`src/rtl/uart_rx_vote_pkg.sv`:
```
package uart_rx_vote_pkg;

    typedef enum logic [2:0] {
        ST_IDLE,
        ST_START,
        ST_DATA,
        ST_STOP,
        ST_WAIT_HIGH
    } rx_state_e;

    // Two-of-three decision over the samples taken around the bit centre
    function automatic logic vote3(input logic a, input logic b, input logic c);
        return (a & b) | (a & c) | (b & c);
    endfunction

endpackage

```
`src/rtl/rx_line_sync.sv`:
```
module rx_line_sync #(
    parameter int STAGES = 2
) (
    input  logic clk,
    input  logic rst_n,
    input  logic din,
    output logic dout
);
    typedef struct packed {
        logic [STAGES-1:0] chain;
    } sync_t;

    sync_t s_d, s_q;

    always_comb begin
        s_d = s_q;
        s_d.chain = {s_q.chain[STAGES-2:0], din};
    end

    always_ff @(posedge clk or negedge rst_n) begin
        if (!rst_n) s_q <= '{chain: '1};
        else        s_q <= s_d;
    end

    assign dout = s_q.chain[STAGES-1];

endmodule

```
`src/rtl/rx_os_tick.sv`:
```
module rx_os_tick #(
    parameter int DIV_W = 16
) (
    input  logic             clk,
    input  logic             rst_n,
    input  logic [DIV_W-1:0] divisor,
    output logic             tick
);
    typedef struct packed {
        logic [DIV_W-1:0] cnt;
    } tick_t;

    tick_t t_d, t_q;
    logic  wrap;

    always_comb begin
        t_d  = t_q;
        wrap = (t_q.cnt >= divisor);
        if (wrap) t_d.cnt = '0;
        else      t_d.cnt = t_q.cnt + 1'b1;
    end

    always_ff @(posedge clk or negedge rst_n) begin
        if (!rst_n) t_q <= '{cnt: '0};
        else        t_q <= t_d;
    end

    assign tick = wrap;

    // with a nonzero interval two strobes are never adjacent
    p_tick_spacing_r1: assert property (@(posedge clk) disable iff (!rst_n)
        (tick && divisor != '0) |=> (!tick || divisor == '0));

endmodule

```
`src/rtl/rx_frame_engine.sv`:
```
module rx_frame_engine
    import uart_rx_vote_pkg::*;
#(
    parameter int OSR    = 16,
    parameter int DATA_W = 8
) (
    input  logic              clk,
    input  logic              rst_n,
    input  logic              enable,
    input  logic              tick,
    input  logic              rx,
    output logic              byte_valid,
    output logic [DATA_W-1:0] byte_data,
    output logic              frame_err
);
    localparam int SLOT_W = $clog2(OSR);
    localparam int IDX_W  = (DATA_W > 1) ? $clog2(DATA_W) : 1;
    localparam logic [SLOT_W-1:0] SLOT_A    = SLOT_W'(OSR/2 - 1);
    localparam logic [SLOT_W-1:0] SLOT_B    = SLOT_W'(OSR/2);
    localparam logic [SLOT_W-1:0] SLOT_C    = SLOT_W'(OSR/2 + 1);
    localparam logic [SLOT_W-1:0] SLOT_LAST = SLOT_W'(OSR - 1);
    localparam logic [IDX_W-1:0]  IDX_LAST  = IDX_W'(DATA_W - 1);

    typedef struct packed {
        rx_state_e         state;
        logic [SLOT_W-1:0] slot;
        logic [IDX_W-1:0]  idx;
        logic [1:0]        smp;
        logic [DATA_W-1:0] shreg;
        logic              prev;
        logic              valid;
        logic [DATA_W-1:0] data;
        logic              ferr;
    } eng_t;

    localparam eng_t ENG_RST = '{
        state: ST_IDLE, slot: '0, idx: '0, smp: '0, shreg: '0,
        prev: 1'b1, valid: 1'b0, data: '0, ferr: 1'b0
    };

    eng_t e_d, e_q;
    logic bit_val;

    always_comb begin
        e_d     = e_q;
        e_d.valid = 1'b0;
        bit_val = vote3(e_q.smp[0], e_q.smp[1], rx);

        if (tick) e_d.prev = rx;

        if (!enable) begin
            e_d.state = ST_IDLE;
            e_d.slot  = '0;
            e_d.idx   = '0;
        end else if (tick) begin
            unique case (e_q.state)
                ST_IDLE: begin
                    if (e_q.prev && !rx) begin
                        e_d.state = ST_START;
                        e_d.slot  = SLOT_W'(1);
                    end
                end
                ST_START, ST_DATA, ST_STOP: begin
                    e_d.slot = e_q.slot + 1'b1;
                    if (e_q.slot == SLOT_A) e_d.smp[0] = rx;
                    if (e_q.slot == SLOT_B) e_d.smp[1] = rx;
                    if (e_q.slot == SLOT_C) begin
                        if (e_q.state == ST_START) begin
                            if (bit_val) e_d.state = ST_IDLE;
                        end else if (e_q.state == ST_DATA) begin
                            e_d.shreg = {bit_val, e_q.shreg[DATA_W-1:1]};
                        end else begin
                            e_d.valid = 1'b1;
                            e_d.data  = e_q.shreg;
                            e_d.ferr  = !bit_val;
                            if (!bit_val) begin
                                e_d.state = ST_WAIT_HIGH;
                            end else if (!rx) begin
                                e_d.state = ST_START;
                                e_d.slot  = SLOT_W'(1);
                            end else begin
                                e_d.state = ST_IDLE;
                            end
                        end
                    end
                    if (e_q.slot == SLOT_LAST) begin
                        e_d.slot = '0;
                        if (e_q.state == ST_START) begin
                            e_d.state = ST_DATA;
                            e_d.idx   = '0;
                        end else if (e_q.state == ST_DATA) begin
                            if (e_q.idx == IDX_LAST) e_d.state = ST_STOP;
                            else                     e_d.idx   = e_q.idx + 1'b1;
                        end
                    end
                end
                ST_WAIT_HIGH: begin
                    if (rx) e_d.state = ST_IDLE;
                end
                default: e_d.state = ST_IDLE;
            endcase
        end
    end

    always_ff @(posedge clk or negedge rst_n) begin
        if (!rst_n) e_q <= ENG_RST;
        else        e_q <= e_d;
    end

    assign byte_valid = e_q.valid;
    assign byte_data  = e_q.data;
    assign frame_err  = e_q.ferr;

    // a byte pulse never lasts two cycles
    p_single_pulse_r6: assert property (@(posedge clk) disable iff (!rst_n)
        byte_valid |=> !byte_valid);

    // outputs only move together with the pulse
    p_hold_data_r6: assert property (@(posedge clk) disable iff (!rst_n)
        !byte_valid |-> ($stable(byte_data) && $stable(frame_err)));

    // a disabled receiver emits nothing
    p_quiet_disabled_r8: assert property (@(posedge clk) disable iff (!rst_n)
        !enable |=> !byte_valid);

    // a framing error parks the receiver until the line is high
    p_err_waits_r7: assert property (@(posedge clk) disable iff (!rst_n)
        (byte_valid && frame_err) |-> (e_q.state == ST_WAIT_HIGH));

    // dropping enable always returns to idle
    p_idle_after_disable_r8: assert property (@(posedge clk) disable iff (!rst_n)
        !enable |=> (e_q.state == ST_IDLE));

endmodule

```
`src/rtl/uart_rx_vote.sv`:
```
module uart_rx_vote #(
    parameter int DIV_W  = 16,
    parameter int OSR    = 16,
    parameter int DATA_W = 8,
    parameter int SYNC_N = 2
) (
    input  logic              clk,
    input  logic              rst_n,
    input  logic              enable,
    input  logic [DIV_W-1:0]  divisor,
    input  logic              rxd,
    output logic              byte_valid,
    output logic [DATA_W-1:0] byte_data,
    output logic              frame_err
);
    logic rx_s;
    logic os_tick;

    rx_line_sync #(.STAGES(SYNC_N)) i_sync (
        .clk  (clk),
        .rst_n(rst_n),
        .din  (rxd),
        .dout (rx_s)
    );

    rx_os_tick #(.DIV_W(DIV_W)) i_tick (
        .clk    (clk),
        .rst_n  (rst_n),
        .divisor(divisor),
        .tick   (os_tick)
    );

    rx_frame_engine #(.OSR(OSR), .DATA_W(DATA_W)) i_engine (
        .clk       (clk),
        .rst_n     (rst_n),
        .enable    (enable),
        .tick      (os_tick),
        .rx        (rx_s),
        .byte_valid(byte_valid),
        .byte_data (byte_data),
        .frame_err (frame_err)
    );

endmodule

```
`config.mk`:
```
export PLATFORM = sky130hd
export DESIGN_NAME = uart_rx_vote
export DESIGN_NICKNAME = d
export VERILOG_FILES = /design/src/rtl/uart_rx_vote_pkg.sv /design/src/rtl/rx_line_sync.sv /design/src/rtl/rx_os_tick.sv /design/src/rtl/rx_frame_engine.sv /design/src/rtl/uart_rx_vote.sv
export SDC_FILE = /design/constraint.sdc
export NUM_CORES = 1
export LEC_CHECK = 0
export BUFFER_PORTS_ARGS = -buffer_cell sky130_fd_sc_hd__buf_4
export CELL_PAD_IN_SITES_DETAIL_PLACEMENT = 1
export CELL_PAD_IN_SITES_GLOBAL_PLACEMENT = 1
export CORE_UTILIZATION = 30
export CTS_CLUSTER_SIZE = 28
export DETAILED_ROUTE_END_ITERATION = 8
export PLACE_DENSITY_LB_ADDON = 0.1
export RECOVER_POWER = 50
export SYNTH_ARGS = -nofsm -noshare
export SYNTH_HDL_FRONTEND = slang
export SYNTH_SLANG_ARGS = --single-unit
```
`constraint.sdc`:
```
create_clock -name clk -period 5.8 [get_ports clk]
set_clock_uncertainty 0.1 [all_clocks]
set_input_delay 1.45 -clock clk [delete_from_list [all_inputs] [get_ports clk]]
set_output_delay 1.45 -clock clk [all_outputs]
set_load 0.005 [all_outputs]
```
# Word level (Yosys, flattened, before mapping)
# Cells that the tools add are included.
dict set report classes {
  magnitude_cmp 1
  eq_ne 17
  muxes 35
  add_sub_neg 3
  reduce_logical 12
  bitwise_logic 7
}
# op n
set op_table {}
lappend op_table {{10-bit two-way mux} 8}
lappend op_table {{3-bit two-way mux} 10}
lappend op_table {{8-bit two-way mux} 3}
lappend op_table {{7-bit two-way mux} 3}
lappend op_table {{20-bit two-way mux} 1}
lappend op_table {{16-bit by 1-bit adder with 16-bit output, second input constant} 1}
lappend op_table {{16-bit greater-or-equal comparator} 1}
lappend op_table {{16-bit two-way mux} 1}
lappend op_table {{13-bit two-way mux} 1}
lappend op_table {{4-bit equality test, second input constant} 3}
lappend op_table {{4-bit two-way mux} 3}
lappend op_table {{6-bit AND reduction} 2}
lappend op_table {{3-bit case mux with 3 select lines} 1}
lappend op_table {{4-bit case mux with 2 select lines} 1}
lappend op_table {{4-bit AND reduction} 2}
lappend op_table {{3-bit by 2-bit equality test with 1-bit output, second input constant} 2}
lappend op_table {{3-bit equality test, second input constant} 2}
lappend op_table {{2-bit by 1-bit != test with 1-bit output, second input constant} 3}
lappend op_table {{3-bit by 1-bit != test with 1-bit output, second input constant} 2}
lappend op_table {{3-bit by 2-bit != test with 1-bit output, second input constant} 2}
lappend op_table {{3-bit AND reduction} 2}
lappend op_table {{5-bit AND reduction} 1}
lappend op_table {{4-bit by 1-bit adder with 4-bit output, second input constant} 1}
lappend op_table {{4-bit by 3-bit equality test with 1-bit output, second input constant} 1}
lappend op_table {{other kinds (11)} 18}
dict set report word_totals {
  out_inout_bits 10
  register_bits 49
  word_cells 87
  in_bits 20
}

# Logic depth before layout (Yosys ltp)
dict set report depth {
  ltp_word 14
  ltp_mapped 10
  mapped_depth_nobuf 8
}

# Cells and area by module
# From an unflattened synthesis, not the netlist that was laid out.
dict set report unflattened {
  hier_cells 277
  area_unflattened_um2 3024.2
}
# module n_inst area_each_um2 cells_per_inst seq_area_each_um2
set by_module_without_submodules {}
lappend by_module_without_submodules {rx_frame_engine 1 1707.9 145 777.0}
lappend by_module_without_submodules {rx_os_tick 1 1263.7 130 400.4}
lappend by_module_without_submodules {rx_line_sync 1 52.6 2 52.6}

# Worst setup path before layout
# OpenSTA, ideal clock, no wires.
dict set report synth_path {
  path_type {input port to flip-flop}
  from {in divisor[1]}
  to {reg i_engine.e_q, in the netlist i_engine.byte_data[1]}
  arrival_ps 3110
  slack_ps 2465
  setup_ps 125
  path_buffers 1
  path_stages 9
  required_ps 5575
  path_cell_list {inv_1 ha_1 nor2b_1 o211a_1 o311ai_4 a31oi_4 nand2_1 buf_6 mux2_2}
}
dict set report synth_via {
  elab_chain_len 2
}
# element line_no
set synth_rtl {}
lappend synth_rtl {{from (decl)} uart_rx_vote.sv:10} ;# input logic [DIV_W-1:0] divisor,
lappend synth_rtl {{16-bit greater-or-equal comparator} rx_os_tick.sv:18} ;# wrap = (t_q.cnt >= divisor);
lappend synth_rtl {{6-bit AND reduction (no line)} --}
lappend synth_rtl {{to (signal assigned)} rx_frame_engine.sv:106} ;# if (!rst_n) e_q <= ENG_RST;
lappend synth_rtl {{to (signal assigned)} rx_frame_engine.sv:107} ;# else e_q <= e_d;
lappend synth_rtl {{to (decl)} rx_frame_engine.sv:41} ;# eng_t e_d, e_q;
# Every way passes these cells.
# A chain may end at the register's enable or synchronous reset.

==> impl.org <==
** Min path
- Path class of the lowest-slack min-delay path :: flip-flop to flip-flop

** Synthesis
- After synthesis, the largest area contributor takes up 40.0% of total cell area.
- Counting flops with an async set or reset pin after synthesis yields a share of 100%.
- A synthesized cell averages roughly 10 µm².
- Cells after Synth :: about 270
- Counting distinct cell types in the post-synthesis netlist gives 50.
- Commonest cells post-synth :: sky130_fd_sc_hd__dfrtp_1 (46), sky130_fd_sc_hd__inv_1 (26), sky130_fd_sc_hd__ha_1 (22), sky130_fd_sc_hd__nor2_1 (22), sky130_fd_sc_hd__mux2_2 (18)
- By instance count, the leading cell after synthesis is sky130_fd_sc_hd__dfrtp_1.
- Register area share after synthesis :: between 40% and 50%
- The cell area that synthesis handed to floorplanning was 2880 µm².
- Most used DFF post-synth :: sky130_fd_sc_hd__dfrtp_1
- The synthesized design contains 0 enable-type register cells.
- sky130_fd_sc_hd__dfrtp_1 takes more of the synthesized area than any other cell.
- Ys Warns :: 0
- The synthesized design contains a little under 50 register bits.
- The number of nets handed over by synthesis was 316.
- Dominant cells by area after synthesis :: sky130_fd_sc_hd__dfrtp_1 (40%), sky130_fd_sc_hd__ha_1 (9.6%), sky130_fd_sc_hd__mux2_2 (7.0%)

** Setup path
- The critical path goes through clkbuf_1.
- The number of buffers and inverters on the critical path is 1.
- Data required time of the worst path :: roughly 5600 ps
- Data arrives at the worst endpoint at between 3000 and 4000 ps.
- Cell type group with the largest total delay on the critical path :: buffers and inverters
- Critical Path Source Type :: input pin
- In this run the worst path has a maximum fanout of 49.
- Kind of critical path :: input pin to async pin
- Worst-path cell with the longest stage delay :: sky130_fd_sc_hd__clkbuf_1
- The largest single stage delay on the critical path is around 1800 ps.
- STA classifies the critical path endpoint as an async pin.

** Timing
- Based on the critical path, the design can be clocked at up to about 280 MHz.
- Measured slew at the worst slew-check pin :: between 2000 and 3000 ps
- Final hold violation count :: 0
- Setup violations, final :: 0
- Setup TNS :: 0 ps
- Headroom to the max-slew limit came out at -74.3%.
- After layout, the worst path uses 60.9% of the clock period.
- Setup repair after global routing missed its margin :: no
- The number of max-slew violations in the final report came to 50.
- The worst path needs 3530 ps of the cycle, external delays included.

** Clocking
- The later pin in the worst-skew pair is clocked with a latency of around 300 ps.
- Buffer levels on the longest clock path :: 2
- Cell at the root of the clock tree :: sky130_fd_sc_hd__clkbuf_8
- In this run, post-CTS hold repair placed 0 buffers.
- Cts repair resizes :: 0
- TritonCTS created 5 clock buffers.
- For this design, the sink count on the clock tree is 49.
- CTS tree :: built
- Total setup buffers inserted after CTS :: 0
- Clock H-tree levels :: 2
- Clock slew seen by the registers of the worst setup and hold paths :: about 100 ps

** Die
- Floorplan die area :: approximately 10000 µm²
- Row count :: 35
- 30 I/O pins were placed.
- Placeable core area :: slightly above 9000 µm²
- Effective utilization at floorplan :: 31.0%
- The die is between 90 and 100 µm tall.
- Die span in x :: between 90 and 100 µm

** Power and ir drop
- Max IR drop VDD :: 0.159 mV
- For this design the ratio of total power to cell area is around 270 nW/µm².
- In this run the static leakage power is 1.68 nW.

** Route
- The final layout contains routed wiring with a total length of approximately 5700 µm.
- Drt initial violations :: 49
- In the final routed layout, each cell accounts on average for around 13 µm.
- Vias :: between 1500 and 2000
- DRC errors left :: 0
- Router iterations before antenna repair :: 4
- Vias per Instance :: ~4.7
- In this run the remaining antenna-violating nets after routing total 0.

** Run status
- The run finished, with violations left.
- The checks that failed: max-capacitance violations, max-slew violations.

** Final layout
- Ant diodes :: 0
- For this run, the post-layout net count is roughly 340.
- Relative area change from synthesis to final layout :: 13.5%
- Across the whole layout, storage elements account for roughly 1200 µm².
- Once layout is complete, the utilization of the core stands at between 30% and 40%.
- Multi-input gate area :: between 1000 and 1500 µm²
- Fill cells in the final layout number ~1100.
- In the final layout, the share of cells above drive strength 1 is 22.9%.

** Place
- At the end of routability-driven placement, the weighted congestion stood at around 0.73.
- The HPWL after detailed placement is 4330 µm.
- During placement, the flow inserted port buffers numbering 29.

** Run
- Max Cap Viol :: 1

** GRT
- The via count of the first global-routing pass was 2063.
- Wire length of the first global-routing pass :: slightly above 10000 µm
- GRT Total Usage :: between 10% and 20%
- Pin count of the biggest net entering global routing :: 50
- Initial antenna violation count :: 0
- Summed over all layers, the global routing overflow is 0.
power by group:
part,internal (W),switching (W),total (W)
logic,0.0000857,0.0000899,0.000176
clock network,0.000132,0.000125,0.000257
registers,0.000383,0.0000506,0.000433
routing by layer:
| layer | share of wire [%] | GRT usage (%) |
|---|---|---|
| met5 | 0 | 0 |
| met4 | 0.52 | 2.71 |
| met3 | 2.3 | 2.37 |
| met2 | 47 | 20.4 |
| met1 | 50 | 18.2 |
cell type report:
cell class              instances  area share, %
multi-input cells             184           44.0
repair buffers                 30           6.78
well taps                     129           4.94
inverters                      26           2.99
clock buffers                   5           2.11
flip-flops and latches         49           37.7
clock inverters                 3           1.53
through the flow:
stage	cells	hold WS [ps]	total power [W]	area, µm²	worst slack [ps]
after global placement	418	247	0.000619	3150	2000
after global routing	426	286	0.000932	3260	1600
final	426	274	0.000866	3260	2270
after floorplan	274	245	0.000562	2880	2470
after CTS	426	277	0.000889	3270	2310
after detailed placement	418	256	0.000622	3150	1960
kinds of logic (layout without fill, tap and decap cells):
logic type | after synthesis | in the layout | synth area share [%]
simple gates | 87 | 87 | 16.1
xor+xnor | 14 | 14 | 4.26
flops | 49 | 49 | 42.8
fa+ha+maj | 23 | 23 | 9.92
buf+inv | 41 | 64 | 7.31
mux | 23 | 23 | 8.83
compound gates | 37 | 37 | 10.8
layout by cell type (no fill, tap or decap), types with 3 or more instances in the layout:
cell / count
sky130_fd_sc_hd__nor3_1: 3
sky130_fd_sc_hd__nand3b_1: 3
sky130_fd_sc_hd__mux2i_1: 4
sky130_fd_sc_hd__nand4_1: 6
sky130_fd_sc_hd__dfrtp_1: 46
sky130_fd_sc_hd__ha_1: 22
sky130_fd_sc_hd__a21o_1: 4
sky130_fd_sc_hd__a32o_1: 3
sky130_fd_sc_hd__xnor2_1: 3
sky130_fd_sc_hd__o21ai_0: 3
sky130_fd_sc_hd__inv_1: 26
sky130_fd_sc_hd__nor2_1: 22
sky130_fd_sc_hd__a21oi_1: 10
sky130_fd_sc_hd__mux2_2: 18
sky130_fd_sc_hd__clkbuf_4: 4
sky130_fd_sc_hd__nand3_1: 12
sky130_fd_sc_hd__nand2_1: 14
sky130_fd_sc_hd__dfstp_2: 3
sky130_fd_sc_hd__clkbuf_8: 5
sky130_fd_sc_hd__xor2_1: 11
sky130_fd_sc_hd__nor2b_1: 9
sky130_fd_sc_hd__buf_4: 25
sky130_fd_sc_hd__nand2b_1: 3
sky130_fd_sc_hd__and3_1: 5
worst paths after layout:
path / startpoint / endpoint / slack [ps] / depth (start not counted)
worst max register to register: i_tick.t_q[11] / i_engine.e_q[20] / 3120 / 8
worst max-delay path: rst_n / i_engine.e_q[23] / 2270 / 1
max in group clk: divisor[1] / i_engine.byte_data[2] / 2350 / 9
worst min register to register: i_sync.s_q[0] / i_sync.s_q[1] / 270 / 0
worst min-delay path: i_sync.s_q[0] / i_sync.s_q[1] / 270 / 0
min in group asynchronous: rst_n / i_tick.t_q[13] / 1850 / 1
state kept, by name, summed over array words and instances (netlist names):
name and cells:
i_engine.byte_data 8, i_engine.e_q 21, i_sync.s_q 2, i_tick.t_q 16
i_engine.frame_err 1, i_engine.byte_valid 1
(Power assumes the default switching activity.)
